`src/rtl/ecc_stream_pkg.sv`:
```
package ecc_stream_pkg;
    localparam int BYTE_W    = 8;
    localparam int SMALL_AW  = 8;
    localparam int LARGE_AW  = SMALL_AW + 1;
    localparam int COL_SEL_W = $clog2(BYTE_W);
    localparam int CODE_W    = 2 * LARGE_AW + 2 * COL_SEL_W;
endpackage

```
`src/rtl/ecc_line_acc.sv`:
```
module ecc_line_acc #(
    parameter int AW = 9
) (
    input  logic          clk,
    input  logic          rst_n,
    input  logic          clr_i,
    input  logic          en_i,
    input  logic [AW-1:0] addr_i,
    input  logic          par_i,
    output logic [AW-1:0] even_o,
    output logic [AW-1:0] odd_o
);
    typedef struct packed {
        logic [AW-1:0] ev;
        logic [AW-1:0] od;
    } line_t;

    line_t         acc_d, acc_q, acc_upd;
    logic [AW-1:0] ev_hit, od_hit;

    for (genvar k = 0; k < AW; k++) begin : g_bit
        assign ev_hit[k] = en_i & ~addr_i[k] & par_i;
        assign od_hit[k] = en_i &  addr_i[k] & par_i;
    end

    always_comb begin
        acc_upd.ev = acc_q.ev ^ ev_hit;
        acc_upd.od = acc_q.od ^ od_hit;
        acc_d      = clr_i ? '0 : acc_upd;
    end

    always_ff @(posedge clk or negedge rst_n) begin
        if (!rst_n) acc_q <= '0;
        else        acc_q <= acc_d;
    end

    assign even_o = acc_upd.ev;
    assign odd_o  = acc_upd.od;
endmodule

```
`src/rtl/ecc_col_acc.sv`:
```
module ecc_col_acc #(
    parameter int BW = 8
) (
    input  logic          clk,
    input  logic          rst_n,
    input  logic          clr_i,
    input  logic          en_i,
    input  logic [BW-1:0] data_i,
    output logic          par_o,
    output logic [BW-1:0] col_o
);
    logic [BW-1:0] col_d, col_q, col_upd;

    always_comb begin
        col_upd = en_i ? (col_q ^ data_i) : col_q;
        col_d   = clr_i ? '0 : col_upd;
    end

    always_ff @(posedge clk or negedge rst_n) begin
        if (!rst_n) col_q <= '0;
        else        col_q <= col_d;
    end

    assign par_o = ^data_i;
    assign col_o = col_upd;
endmodule

```
`src/rtl/ecc_pack.sv`:
```
module ecc_pack #(
    parameter int BW  = 8,
    parameter int SAW = 8,
    localparam int LAW    = SAW + 1,
    localparam int CSW    = $clog2(BW),
    localparam int CODE_W = 2 * LAW + 2 * CSW,
    localparam int PAD_W  = CODE_W - 2 * SAW - 2 * CSW
) (
    input  logic              mode_i,
    input  logic [LAW-1:0]    even_i,
    input  logic [LAW-1:0]    odd_i,
    input  logic [BW-1:0]     col_i,
    output logic [CODE_W-1:0] code_o
);
    function automatic logic [BW-1:0] col_mask(input int j, input int sel);
        logic [BW-1:0] m;
        for (int b = 0; b < BW; b++) m[b] = (((b >> j) % 2) == sel);
        return m;
    endfunction

    logic [2*LAW-1:0]  lines;
    logic [2*CSW-1:0]  cols;
    logic [CODE_W-1:0] raw_small, raw_large;

    for (genvar k = 0; k < LAW; k++) begin : g_line
        assign lines[2*k]   = even_i[k];
        assign lines[2*k+1] = odd_i[k];
    end

    for (genvar j = 0; j < CSW; j++) begin : g_col
        assign cols[2*j]   = ^(col_i & col_mask(j, 0));
        assign cols[2*j+1] = ^(col_i & col_mask(j, 1));
    end

    assign raw_small = {{PAD_W{1'b0}}, cols, lines[2*SAW-1:0]};
    assign raw_large = {cols, lines};
    assign code_o    = ~(mode_i ? raw_large : raw_small);
endmodule

```
`src/rtl/ecc_stream_gen.sv`:
```
module ecc_stream_gen
    import ecc_stream_pkg::*;
#(
    parameter int BW  = BYTE_W,
    parameter int SAW = SMALL_AW,
    localparam int LAW    = SAW + 1,
    localparam int CSW    = $clog2(BW),
    localparam int CODE_W = 2 * LAW + 2 * CSW
) (
    input  logic              clk,
    input  logic              rst_n,
    input  logic [BW-1:0]     data_i,
    input  logic              valid_i,
    input  logic              mode_i,
    input  logic              clear_i,
    output logic [CODE_W-1:0] code1_o,
    output logic [CODE_W-1:0] code2_o,
    output logic              done_o
);
    typedef struct packed {
        logic [LAW-1:0]    cnt;
        logic              mode;
        logic [CODE_W-1:0] code1;
        logic [CODE_W-1:0] code2;
        logic              done;
    } ctl_t;

    ctl_t              state_d, state_q;
    logic              accept, blk_last, blk_end, acc_clr, byte_par;
    logic [LAW-1:0]    line_addr, ev, od;
    logic [BW-1:0]     col;
    logic [CODE_W-1:0] packed_code;

    assign accept    = valid_i && !state_q.done && !clear_i;
    assign blk_last  = state_q.mode ? (state_q.cnt == '1)
                                    : (state_q.cnt[SAW-1:0] == '1);
    assign blk_end   = accept && blk_last;
    assign acc_clr   = clear_i || blk_end;
    assign line_addr = state_q.mode ? state_q.cnt
                                    : {{(LAW-SAW){1'b0}}, state_q.cnt[SAW-1:0]};

    ecc_col_acc #(.BW(BW)) u_col (
        .clk(clk), .rst_n(rst_n), .clr_i(acc_clr), .en_i(accept),
        .data_i(data_i), .par_o(byte_par), .col_o(col)
    );

    ecc_line_acc #(.AW(LAW)) u_line (
        .clk(clk), .rst_n(rst_n), .clr_i(acc_clr), .en_i(accept),
        .addr_i(line_addr), .par_i(byte_par), .even_o(ev), .odd_o(od)
    );

    ecc_pack #(.BW(BW), .SAW(SAW)) u_pack (
        .mode_i(state_q.mode), .even_i(ev), .odd_i(od), .col_i(col),
        .code_o(packed_code)
    );

    always_comb begin
        state_d = state_q;
        if (clear_i) begin
            state_d.cnt   = '0;
            state_d.mode  = mode_i;
            state_d.code1 = '1;
            state_d.code2 = '1;
            state_d.done  = 1'b0;
        end else if (accept) begin
            state_d.cnt = state_q.cnt + 1'b1;
            if (blk_end) begin
                if (state_q.mode) begin
                    state_d.code1 = packed_code;
                    state_d.done  = 1'b1;
                end else if (!state_q.cnt[SAW]) begin
                    state_d.code1 = packed_code;
                end else begin
                    state_d.code2 = packed_code;
                    state_d.done  = 1'b1;
                end
            end
        end
    end

    always_ff @(posedge clk or negedge rst_n) begin
        if (!rst_n) begin
            state_q.cnt   <= '0;
            state_q.mode  <= 1'b0;
            state_q.code1 <= '1;
            state_q.code2 <= '1;
            state_q.done  <= 1'b0;
        end else begin
            state_q <= state_d;
        end
    end

    assign code1_o = state_q.code1;
    assign code2_o = state_q.code2;
    assign done_o  = state_q.done;
endmodule

```
`config.mk`:
```
export PLATFORM = sky130hd
export DESIGN_NAME = ecc_stream_gen
export DESIGN_NICKNAME = d
export VERILOG_FILES = /design/src/rtl/ecc_stream_pkg.sv /design/src/rtl/ecc_line_acc.sv /design/src/rtl/ecc_col_acc.sv /design/src/rtl/ecc_pack.sv /design/src/rtl/ecc_stream_gen.sv
export SDC_FILE = /design/constraint.sdc
export NUM_CORES = 1
export LEC_CHECK = 0
export ABC_AREA = 1
export BUFFER_PORTS_ARGS = -buffer_cell sky130_fd_sc_hd__buf_2
export CORE_UTILIZATION = 53
export CTS_BUF_LIST = sky130_fd_sc_hd__clkbuf_16
export CTS_CLUSTER_SIZE = 28
export DETAILED_ROUTE_END_ITERATION = 16
export PLACE_DENSITY = 0.72
export SKIP_CTS_REPAIR_TIMING = 1
export SLEW_MARGIN = 20
export SYNTH_ARGS = -nofsm -noshare
export SYNTH_HDL_FRONTEND = slang
export SYNTH_HIERARCHICAL = 1
export SYNTH_SLANG_ARGS = --single-unit
```
`constraint.sdc`:
```
create_clock -name clk -period 2.4 [get_ports clk]
set_clock_uncertainty 0.05 [all_clocks]
set_input_delay 0.12 -clock clk [delete_from_list [all_inputs] [get_ports clk]]
set_output_delay 0.12 -clock clk [all_outputs]
set_load 0.01 [all_outputs]
```
# After elaboration in Yosys (flattened, before gate mapping)
# Cells that the tools add are included.
# W data, S select, Z words.
[word_totals] reg_bits=85 out_inout_bits=49 input_bits=13 elab_cells=98
[op_classes] mux=16 n_eq_ne=4 n_bitwise=49 reduce_logical=20 add_sub_neg=1
[op_table] operator="$mux W49" count=3
[op_table] operator="$mux W24" count=4
[op_table] operator="$reduce_xor A8 Y1" count=7
[op_table] operator="$and A1 B1 Y1" count=36
[op_table] operator="$mux W9" count=3
[op_table] operator="$mux W25" count=1
[op_table] operator="$not A24 Y24" count=1
[op_table] operator="$mux W18" count=1
[op_table] operator="$xor A9 B9 Y9" count=2
[op_table] operator="$mux W8" count=2
[op_table] operator="$add A9 B1 Y9 const B" count=1
[op_table] operator="$eq A9 B9 Y1 const B" count=1
[op_table] operator="$not A1 Y1" count=9
[op_table] operator="$eq A8 B8 Y1 const B" count=1
[op_table] operator="$xor A8 B8 Y8" count=1
[op_table] operator="$reduce_and A3 Y1" count=2
[op_table] operator="$reduce_bool A2 Y1" count=3
[op_table] operator="$reduce_and A4 Y1" count=1
[op_table] operator="$logic_and A1 B1 Y1" count=3
[op_table] operator="$ne A3 B3 Y1 const B" count=1
[op_table] operator="$reduce_bool A3 Y1" count=1
[op_table] operator="$logic_not A1 Y1" count=2
[op_table] operator="$mux W1" count=2
[op_table] operator="$ne A2 B2 Y1 const B" count=1
[op_table] operator="$logic_or A1 B1 Y1" count=1

# Depth between registers and ports, before layout
# Gate-level depths: netlist of run 1.
[depth] word_depth=13 mapped_depth=18 depth_no_buf=16

# By module
# The synthesis of run 1 kept the hierarchy.
[by_module_without_submodules] mod="ecc_stream_gen" cells_each=361 n_inst=1 area_each_um2=3133.0 seq_area_each_um2=1536.5
[by_module_without_submodules] mod="ecc_line_acc" cells_each=162 n_inst=1 area_each_um2=1162.4 seq_area_each_um2=450.4
[by_module_without_submodules] mod="ecc_col_acc" cells_each=85 n_inst=1 area_each_um2=538.0 seq_area_each_um2=200.2
[by_module_without_submodules] mod="ecc_pack" cells_each=104 n_inst=1 area_each_um2=405.4 seq_area_each_um2=0.0

# Worst setup path after synthesis of run 1
# No wires, ideal clock.
[synth_timing] kind="register to register" startpoint="register state_q[50] (netlist name)" endpoint="register u_line/acc_q[10] (netlist name)" arrival_ns=2.070 slack_ns=0.148 setup_time_ns=0.132 period_less_slack_ns=2.252 path_stages_with_launch=15 n_path_buf=3 required_ns=2.218 cell_sequence="dfrtp_1 ha_1 nand2_1 nor2_2 nand2_2 inv_1 ha_1 nor2_1 nor2_2 nand2_4 nand2_4 buf_6 buf_4 clkbuf_1 nor2_1"
[synth_rtl] element="start: declaration" line_no="ecc_stream_gen.sv:28" text="ctl_t state_d, state_q;"
[synth_rtl] element="start signal: assignment" line_no="ecc_stream_gen.sv:89" text="state_q <= state_d;"
[synth_rtl] element="end signal: assignment" line_no="ecc_line_acc.sv:33" text="if (!rst_n) acc_q <= '0;"
[synth_rtl] element="end signal: assignment" line_no="ecc_line_acc.sv:34" text="else acc_q <= acc_d;"
[synth_rtl] element="end: declaration" line_no="ecc_line_acc.sv:18" text="line_t acc_d, acc_q, acc_upd;"

# Final worst setup path of run 1
[layout_timing] startpoint="register state_q (netlist bit done_o)" endpoint="register state_q (netlist bit code1_o[19])"
[layout_between] elab_chain_len=12 word_cells_on_any_way=17 cone_classes="7 x mux; 1 x bitwise; 9 x reduce/logical"
[layout_rtl] element="$logic_not A1 Y1 (*)" line_no="ecc_stream_gen.sv:34" text="assign accept = valid_i && !state_q.done && !clear_i;"
[layout_rtl] element="$logic_and A1 B1 Y1 (*) (2 in a row)" line_no="ecc_stream_gen.sv:34"
[layout_rtl] element="net accept" line_no="ecc_stream_gen.sv:29" text="logic accept, blk_last, blk_end, acc_clr, byte_par;"
[layout_rtl] element="$mux W8 (*)" line_no="ecc_col_acc.sv:15" text="col_upd = en_i ? (col_q ^ data_i) : col_q;"
[layout_rtl] element="net col[3]" line_no="ecc_stream_gen.sv:31" text="logic [BW-1:0] col;"
[layout_rtl] element="$reduce_xor A8 Y1" line_no="ecc_pack.sv:32" text="assign cols[2*j+1] = ^(col_i & col_mask(j, 1));"
[layout_rtl] element="$mux W24 (*)" line_no="ecc_pack.sv:37" text="assign code_o = ~(mode_i ? raw_large : raw_small);"
[layout_rtl] element="$not A24 Y24 (*)" line_no="ecc_pack.sv:37"
[layout_rtl] element="net packed_code[19]" line_no="ecc_stream_gen.sv:32" text="logic [CODE_W-1:0] packed_code;"
[layout_rtl] element="$mux W24" line_no="ecc_stream_gen.sv:71" text="end else if (!state_q.cnt[SAW]) begin"
[layout_rtl] element="$mux W24 (*)" line_no="ecc_stream_gen.sv:68" text="if (state_q.mode) begin"
[layout_rtl] element="$mux W49 (*)" line_no="ecc_stream_gen.sv:67" text="if (blk_end) begin"
[layout_rtl] element="$mux W49 (*)" line_no="ecc_stream_gen.sv:65" text="end else if (accept) begin"
[layout_rtl] element="$mux W49 (*)" line_no="ecc_stream_gen.sv:59" text="if (clear_i) begin"
# The timed path passes the listed nets; every way through them passes the cells marked *. The select of a mux whose other input is x is not followed.
# A chain may end at the register's enable or synchronous reset.

==> metrics.txt, run 1 <==
status complete, but fails checks; violated checks negative hold slack; number of top-level pins 62; DRT Wirelength roughly 11000 um; EDFF count, synth 0; Synth Area in XOR/XNOR 1.50%; # rows 35; largest net degree at the start of global routing 49; M1 GR Usage 31.3%; largest family of logic cells by synthesized area simple AND/OR/NAND/NOR gates; HP Class input pin to flip-flop; CP dominant cell by count nand2_1; Diodes inserted 0; final slew viol count 0; Initial DRC Count 223; Worst-Skew Late Latency 0.34 ns; critical path endpoint category flip-flop; post-synthesis adder-cell area fraction 0.478%; initial cell density of the core 55.6%; Clock Path Buffers 2; Final Setup Violations 0; footprint of the multi-input gates 2090 um^2; Filler cells 885; worst hold margin -0.0188 ns; Netlist cell types 35; residual overflow from global routing 0; crit path time final about 2.2 ns; met2 Track Usage GR 37.7%; Mapped Area roughly 5200 um^2; mux cell area share after synthesis 0%; CTS tree yes; Inst Count DP 841; Main synth FF type dfstp_2; Pwr Total 3.83 mW; #FFs+latches synth 85; Static Leak 3.00 nW; GR peak layer met2; Die X around 100 um; clk sinks 85; critical path class flip-flop to flip-flop; Reg clk slew, reported paths 0.06 ns; Design Area, Final 5550 um^2; vias in the first global route ~4000; DP HPWL approximately 7600 um; post-synth top area share 24.1%; vias 4151; maximum clock frequency 458 MHz; CP Data Arrival Time 2.41 ns; syn avg cell area 7.36 um^2; crit path cell chain clkinv_1, nand2_2, nor2_4, nand2_1, xor2_1, inv_1, nand2_1, inv_1, nor2_1, nand2_1, nand3_1, nand2_1, or2_2, nand3_1, nand2_1; Die Height slightly above 100 um; TNS Setup 0 ns; initial antenna violation count 0; Worst Path Max Fanout 9; most common library cells after synthesis 248 x nand2_1, 96 x inv_1, 76 x nand3_1; top post-synthesis cells by area dfstp_2 24%, nand2_1 18%, dfrtp_1 18%; worst path required time 2.63 ns; largest area contributor in the netlist dfstp_2; max_cap viols 0; sequential cell area fraction in the yosys report 41.7%; simple logic cell fraction of the synthesized area between 30 and 40%; core area about 9400 um^2; WL/cell 12.6 um; CTS H-tree depth 3; first-pass GRT wire length 18400 um; global-route total usage across every layer 23.2%; clock root buffer clkbuf_16; slowest CP cell dfrtp_1; Ys Warns 6; Syn Inst Count 712; DRC 0; via density per instance 4.84; ys async rst share 100%; layout cells sized above 1 25.0%; NumNets Final 739; post-placement cell area 5250 um^2; most common cell in the netlist nand2_1; non-filler cells, final about 860; Storage cell area 2190 um^2; drt first pass iters 5; Tcrit/Tclk final 91.0%; Port Buffers 61; Hold Fails Final Rpt 1; maximum VDD drop 0.289 mV; worst-margin pin slew 0.623 ns; Startpoint Class flip-flop; met3 usage 3.80%; Num CTS Buffers 9; max_slew headroom 58.5%; gpl congestion 0.793; post-synthesis compound-gate area fraction between 1 and 1.5%; RSZ-0062 raised after global routing no; Die ar. 10300 um^2; post-route ant nets 0; Slowest Stage Delay on Critical Path 0.38 ns; PD cells 691 nW/um^2; post-synth net total 727; area grow syn2layout 5.88%
## power by group
group	total (mW)	internal (mW)	switching [mW]
logic	0.792	0.285	0.507
clock network	1.33	0.759	0.575
registers	1.70	1.63	0.0763
total	3.83	2.67	1.16
## flip-flops by register name, summed over array words and instances (netlist names)
name and flops:
state_q 10, u_line/acc_q 18, code2_o 24, code1_o 24, u_col/col_q 8, done_o 1
## through the flow
stage                     setup WS, ns  util [%]
after floorplan                  0.148         -
after global placement           0.218      55.7
after detailed placement         0.147      55.7
after CTS                        0.137      58.8
after global routing           0.00801      58.9
final                            0.215      58.9
## cell families (layout without fill, tap and decap cells)
| kind of cell | after synthesis | after routing |
|---|---|---|
| xor+xnor | 9 | 9 |
| simple gates | 430 | 430 |
| buf+inv | 176 | 193 |
| compound gates | 10 | 10 |
| flops | 85 | 85 |
| fa+ha+maj | 2 | 2 |
## critical path, delay by kind of cell, from the launching register on
family | cells | cell delay (ns)
AND/OR/NAND/NOR | 11 | 1.21
XOR/XNOR | 1 | 0.22
flip-flops | 1 | 0.38
buffers and inverters | 3 | 0.25
## path summary, 6_finish.rpt
| kind | from | end | slack [ns] | depth (start not counted) |
|---|---|---|---|---|
| max in group asynchronous | rst_n | code1_o[11] | 1.18 | 3 |
| worst max register to register | done_o | code1_o[19] | 0.21 | 15 |
| worst min register to register | code1_o[6] | code1_o[6] | 0.41 | 2 |
| worst min-delay path | mode_i | state_q[49] | -0.02 | 3 |
| worst max-delay path | done_o | code1_o[19] | 0.21 | 15 |
| min in group asynchronous | rst_n | u_line/acc_q[6] | 0.30 | 2 |
## per-layer routing
| metal | up-vias | routed length, um |
|---|---|---|
| li1 | 2144 | - |
| met1 | 1898 | 5310 |
| met2 | 97 | 4920 |
| met5 | - | 0 |
| met4 | 0 | 185 |
| met3 | 12 | 422 |
## final cells by class
cell class / count / share of cell area (%)
Sequential cell: 85 / 39.4
Multi-Input combinational cell: 451 / 37.8
Timing Repair Buffer: 77 / 7.99
Inverter: 100 / 6.77
Clock buffer: 10 / 4.51
Tap cell: 129 / 2.91
Clock inverter: 6 / 0.632
## layout by cell type (no fill, tap or decap), drive strengths merged
master       synthesis  layout
xnor2                1       1
inv                 99     103
dfstp               48      48
or2                 26      26
xor2                 8       8
clkinvlp             0       1
nand3               79      79
nand4               18      18
nor3                 3       3
a21oi                5       5
o21a                 1       1
o21ai                2       2
dlygate4sd3          0       1
o31ai                1       1
buf                 70      76
nand2              255     255
a211oi               1       1
dfrtp               37      37
nor2                47      47
clkbuf               6      10
ha                   2       2
clkinv               1       2
and3                 2       2
Power figures use the tool's default switching activity.
==> run 2: changes to the inputs <==
--- a/config.mk
+++ b/config.mk
@@ -9,12 +9,12 @@
 export BUFFER_PORTS_ARGS = -buffer_cell sky130_fd_sc_hd__buf_2
 export CORE_UTILIZATION = 53
 export CTS_BUF_LIST = sky130_fd_sc_hd__clkbuf_16
-export CTS_CLUSTER_SIZE = 28
 export DETAILED_ROUTE_END_ITERATION = 16
-export PLACE_DENSITY = 0.72
+export PLACE_DENSITY_LB_ADDON = 0.1
 export SKIP_CTS_REPAIR_TIMING = 1
 export SLEW_MARGIN = 20
 export SYNTH_ARGS = -nofsm -noshare
 export SYNTH_HDL_FRONTEND = slang
 export SYNTH_HIERARCHICAL = 1
 export SYNTH_SLANG_ARGS = --single-unit
+export TNS_END_PERCENT = 1
==> metrics.txt, run 2 (synthesized netlist as in run 1, its figures left out) <==
Startpoint Class flip-flop; Tcrit/Tclk final 92.9% (+1.9 points); crit path time final 2.23 ns (+0.0446 ns); post-route ant nets 0 (unchanged); commonest non-fill, non-tap cell in the layout nand2_1; first-pass GRT wire length 18100 um (-1.5%); Hold Crit Start mode_i; CP Data Arrival Time 2.43 ns (+0.02 ns); DRC 0 (unchanged); RSZ-0062 raised after global routing no; DRT Wirelength 10800 um (-0.19%); R2R setup slack 0.17 ns (-0.04 ns); largest net degree at the start of global routing 35 (-29%); Pwr Total 3.84 mW (+0.21%); Diodes inserted 0 (unchanged); FF-to-FF Start state_q[51]; number of top-level pins 62 (unchanged); HP Class input pin to flip-flop; Num CTS Buffers 9 (unchanged); Final Setup Violations 0 (unchanged); clk sinks 85 (unchanged); NumNets Final 740 (+0.14%); CTS H-tree depth 3 (unchanged); Hold Path Stages 3 (unchanged); FF-to-FF path depth 13 (-2); global-route total usage across every layer 22.6% (-0.64 points); CTS tree yes; critical path endpoint category flip-flop; R2R Path End code1_o[23]; status complete, but fails checks; initial cell density of the core 55.6% (unchanged); Die ar. 10300 um^2 (unchanged); max_cap viols 0 (unchanged); post-layout util 59.0% (about the same); vias 4218 (+1.6%); post-placement cell area 5240 um^2 (about the same); gpl congestion 0.828 (+4.4%); Initial DRC Count 247 (+11%); critical path class flip-flop to flip-flop; Static Leak 3.00 nW (+0.16%); max_slew headroom 71.2% (+13 points); core area 9420 um^2 (unchanged); worst path required time 2.61 ns (-0.02 ns); Die X 101 um (unchanged); vias in the first global route 3854 (-3.3%); worst hold margin -0.00956 ns (+0.00925 ns); clock root buffer clkbuf_16; maximum clock frequency 448 MHz (-2.0%); TNS Setup 0 ns (unchanged); most frequent cells in the layout 248 x nand2_1, 97 x inv_1, 76 x nand3_1; Worst Path Max Fanout 24 (+15); layout cells sized above 1 25.1% (+0.10 points); PD cells 691 nW/um^2 (+0.12%); violated checks negative hold slack; Reg clk slew, reported paths 0.06 ns (about the same); hold path endpoint state_q[49]; Worst-Skew Late Latency 0.33 ns (about the same); WL/cell 12.6 um (-0.31%); residual overflow from global routing 0 (unchanged); Port Buffers 61 (unchanged); drt first pass iters 5 (unchanged); DP HPWL 7820 um (+2.6%); final slew viol count 0 (unchanged); maximum VDD drop 0.560 mV (+94%); initial antenna violation count 0 (unchanged); area grow syn2layout 5.97% (about the same); Hold Fails Final Rpt 1 (unchanged); Die Height 101 um (unchanged); Clock Path Buffers 2 (unchanged); # rows 35 (unchanged); worst-margin pin slew 0.431 ns (-0.192 ns); via density per instance 4.91 (+1.5%); Design Area, Final 5550 um^2 (about the same)
[run 2: cell count changes in the layout (fill, tap and decap cells not counted), sizes merged]
cell / delta
clkinvlp: -1
inv: -2
clkinv: +3
bufinv: +1
buf: +1
clkbuf: -1
[run 2: worst max-delay path, stage by stage, from the launching register on]
cell     delay [ns]
dfrtp_1        0.44
ha_1           0.20
nand2_1        0.08
nor2_2         0.14
nand2_2        0.10
inv_1          0.06
ha_1           0.13
nor2_1         0.05
nor2_2         0.21
nand2_4        0.09
nand2_4        0.18
nand2_4        0.22
nand2_1        0.14
nand2_1        0.06
[run 2: worst max-delay path by stage]
stage / start / to / slack, ns / cells after the start
global route: state_q[51] / code1_o[23] / 0.001 / 13
CTS: state_q[51] / code1_o[5] / 0.14 / 13
finish: state_q[51] / code1_o[23] / 0.17 / 13
global placement: done_o / code1_o[18] / 0.19 / 15
detailed placement: state_q[51] / code1_o[23] / 0.15 / 13
floorplan: state_q[50] / u_line/acc_q[10] / 0.15 / 14
[run 2: final cells by class]
class | instances | area [um^2]
multi-input cells | 451 | 2090
flip-flops and latches | 85 | 2190
clock buffers | 9 | 225
repair buffers | 78 | 442
clock inverters | 7 | 66.3
fillers | 898 | 3860
inverters | 100 | 375
well taps | 129 | 161
[run 2: power breakdown]
part           total (mW)  switching [mW]  internal (mW)  leakage, nW
Sequential           1.70          0.0754           1.63         1.01
Combinational       0.782           0.500          0.282         1.84
Clock                1.35           0.552          0.801        0.149
Total                3.84            1.13           2.71         3.00
[run 2: layer usage]
| layer | vias up | part of all wire (%) | GRT usage [%] |
|---|---|---|---|
| met5 | - | 0 | 0 |
| met3 | 10 | 3.3 | 2.83 |
| met1 | 1977 | 50 | 31.3 |
| li1 | 2146 | - | - |
| met2 | 85 | 46 | 36.7 |
| met4 | 0 | 1.3 | 7.36 |
[run 2: stage by stage]
step                      cells  setup slack [ns]  hold WS [ns]
after global placement      842             0.192        0.0382
after floorplan             712             0.148        -0.226
final                       859             0.170      -0.00956
after global routing        859           0.00142        0.0191
after CTS                   858             0.141        -0.297
after detailed placement    842             0.150        0.0521
==> run 3: changes to the inputs <==
--- a/config.mk
+++ b/config.mk
@@ -10,7 +10,7 @@
 export CORE_UTILIZATION = 53
 export CTS_BUF_LIST = sky130_fd_sc_hd__clkbuf_16
 export DETAILED_ROUTE_END_ITERATION = 16
-export PLACE_DENSITY_LB_ADDON = 0.1
+export PLACE_DENSITY = 0.83
 export SKIP_CTS_REPAIR_TIMING = 1
 export SLEW_MARGIN = 20
 export SYNTH_ARGS = -nofsm -noshare
==> metrics.txt, run 3 (synthesized netlist as in run 1, its figures left out) <==
status complete, but fails checks; violated checks negative hold slack; area grow syn2layout 6.16%; drt first pass iters 5 (unchanged); Port Buffers 61 (unchanged); Die ar. 10300 um^2 (unchanged); Static Leak 2.97 nW (-0.94%); DP HPWL 7380 um (-5.6%); layout cells sized above 1 24.6% (-0.45 points); CP dominant cell by count nand2_1; TNS Setup 0 ns (unchanged); CP Data Arrival Time 2.42 ns (about the same); CTS tree yes; Worst Path Max Fanout 39 (+63%); via density per instance 5.12 (+4.2%); FF-to-FF Start done_o; CTS H-tree depth 3 (unchanged); crit path time final 2.20 ns (-0.0309 ns); hold path endpoint state_q[49]; crit-path leading delay family simple AND/OR/NAND/NOR gates; HP Class input pin to flip-flop; clock root buffer clkbuf_16; max_slew headroom 65.9% (-5.3 points); # rows 35 (unchanged); FF-to-FF path depth 13 (unchanged); maximum clock frequency 455 MHz (+1.4%); clk sinks 85 (unchanged); Diodes inserted 0 (unchanged); crit path buf inv count 3 (+2); Tcrit/Tclk final 91.6% (-1.3 points); R2R setup slack 0.20 ns (+0.03 ns); Num CTS Buffers 9 (unchanged); DRT Wirelength 10900 um (+0.91%); slowest CP cell buf_4; PD cells 705 nW/um^2 (+1.9%); commonest non-fill, non-tap cell in the layout nand2_1; initial antenna violation count 0 (unchanged); critical path class flip-flop to flip-flop; crit path cell chain clkinv_1, nand2_2, nor2_4, buf_4, nand3_1, nand2_1, nand2_1, inv_1, or2_0, nand2_1, or2_2, nand3_1, nand2_1; gpl congestion 0.908 (+9.7%); Hold Fails Final Rpt 1 (unchanged); Slowest Stage Delay on Critical Path 0.42 ns (-0.02 ns); Die X 101 um (unchanged); critical path endpoint category flip-flop; Final Setup Violations 0 (unchanged); worst path required time 2.62 ns (about the same); largest net degree at the start of global routing 48 (+37%); vias in the first global route 4129 (+7.1%); met3 usage 3.04% (+0.21 points); first-pass GRT wire length 18700 um (+3.0%); worst hold margin -0.0369 ns (-0.0273 ns); maximum VDD drop 0.311 mV (-44%); R2R Path End code1_o[16]; Die Height 101 um (unchanged); post-route ant nets 0 (unchanged); GR peak layer met2; worst-margin pin slew 0.511 ns (+0.0795 ns); NumNets Final 733 (-0.95%); final slew viol count 0 (unchanged); Hold Path Stages 3 (unchanged); Pwr Total 3.92 mW (+2.1%); RSZ-0062 raised after global routing no; initial cell density of the core 55.6% (unchanged); Initial DRC Count 405 (+64%); Reg clk slew, reported paths 0.07 ns (about the same); number of top-level pins 62 (unchanged); met2 Track Usage GR 39.1% (+2.4 points); DRC 0 (unchanged); core area 9420 um^2 (unchanged); residual overflow from global routing 0 (unchanged); most frequent cells in the layout 248 x nand2_1, 96 x inv_1, 76 x nand3_1; Hold Crit Start mode_i; global-route total usage across every layer 23.0% (+0.44 points); vias 4359 (+3.3%); Worst-Skew Late Latency 0.34 ns (about the same); M1 GR Usage 28.9% (-2.4 points); WL/cell 12.8 um (+1.7%); Startpoint Class flip-flop; max_cap viols 0 (unchanged); Clock Path Buffers 2 (unchanged)
run 3: cell types whose count changed in the layout (fill, tap and decap cells not counted), moves of 2 or more:
cell,previous run,this run
inv_6,0,2
clkinvlp_4,0,3
buf_4,16,7
clkinv_4,2,0
buf_12,0,3
run 3: metrics by stage:
stage               worst slack (ns)  cells  instance area, um^2  util, %  hold slack, ns
detailed placement             0.118    835                 5230     55.5          0.0693
finish                         0.201    852                 5560     59.1         -0.0369
CTS                            0.108    851                 5530     58.8          -0.298
global placement               0.273    835                 5230     55.5          0.0613
floorplan                      0.148    712                 5240        -          -0.226
global route                  0.0140    852                 5560     59.1          0.0201
run 3: report_power, final:
part           internal (mW)  switching, mW  leakage (nW)
Sequential              1.63         0.0865          1.01
Combinational          0.275          0.497          1.82
Clock                  0.821          0.612         0.141
Total                   2.72           1.20          2.97
run 3: how the worst max path moves through the flow:
stage                      from                to  slack, ns  depth (start not counted)
floorplan           state_q[50]  u_line/acc_q[10]       0.15                         14
detailed placement       done_o       code1_o[16]       0.12                         13
global route             done_o       code1_o[19]       0.01                         16
global placement         done_o       code1_o[16]       0.27                         13
CTS                      done_o       code1_o[16]       0.11                         13
finish                   done_o       code1_o[16]       0.20                         13
run 3: final cells by class:
| class | instances | area, um^2 |
|---|---|---|
| multi-input cells | 451 | 2110 |
| inverters | 100 | 375 |
| well taps | 129 | 161 |
| repair buffers | 71 | 423 |
| clock buffers | 9 | 225 |
| flip-flops and latches | 85 | 2190 |
| clock inverters | 7 | 81.3 |
| fillers | 771 | 3850 |
run 3: metal layers:
metal	vias up	part of all wire [%]
met1	2043	44
met3	24	5.4
met5	-	0
li1	2132	-
met4	0	2.5
met2	160	48
run 3: worst min-delay path, delay by kind of cell:
kind	cells	cell delay [ns]
simple gates	2	0.11
buf+inv	1	0.07
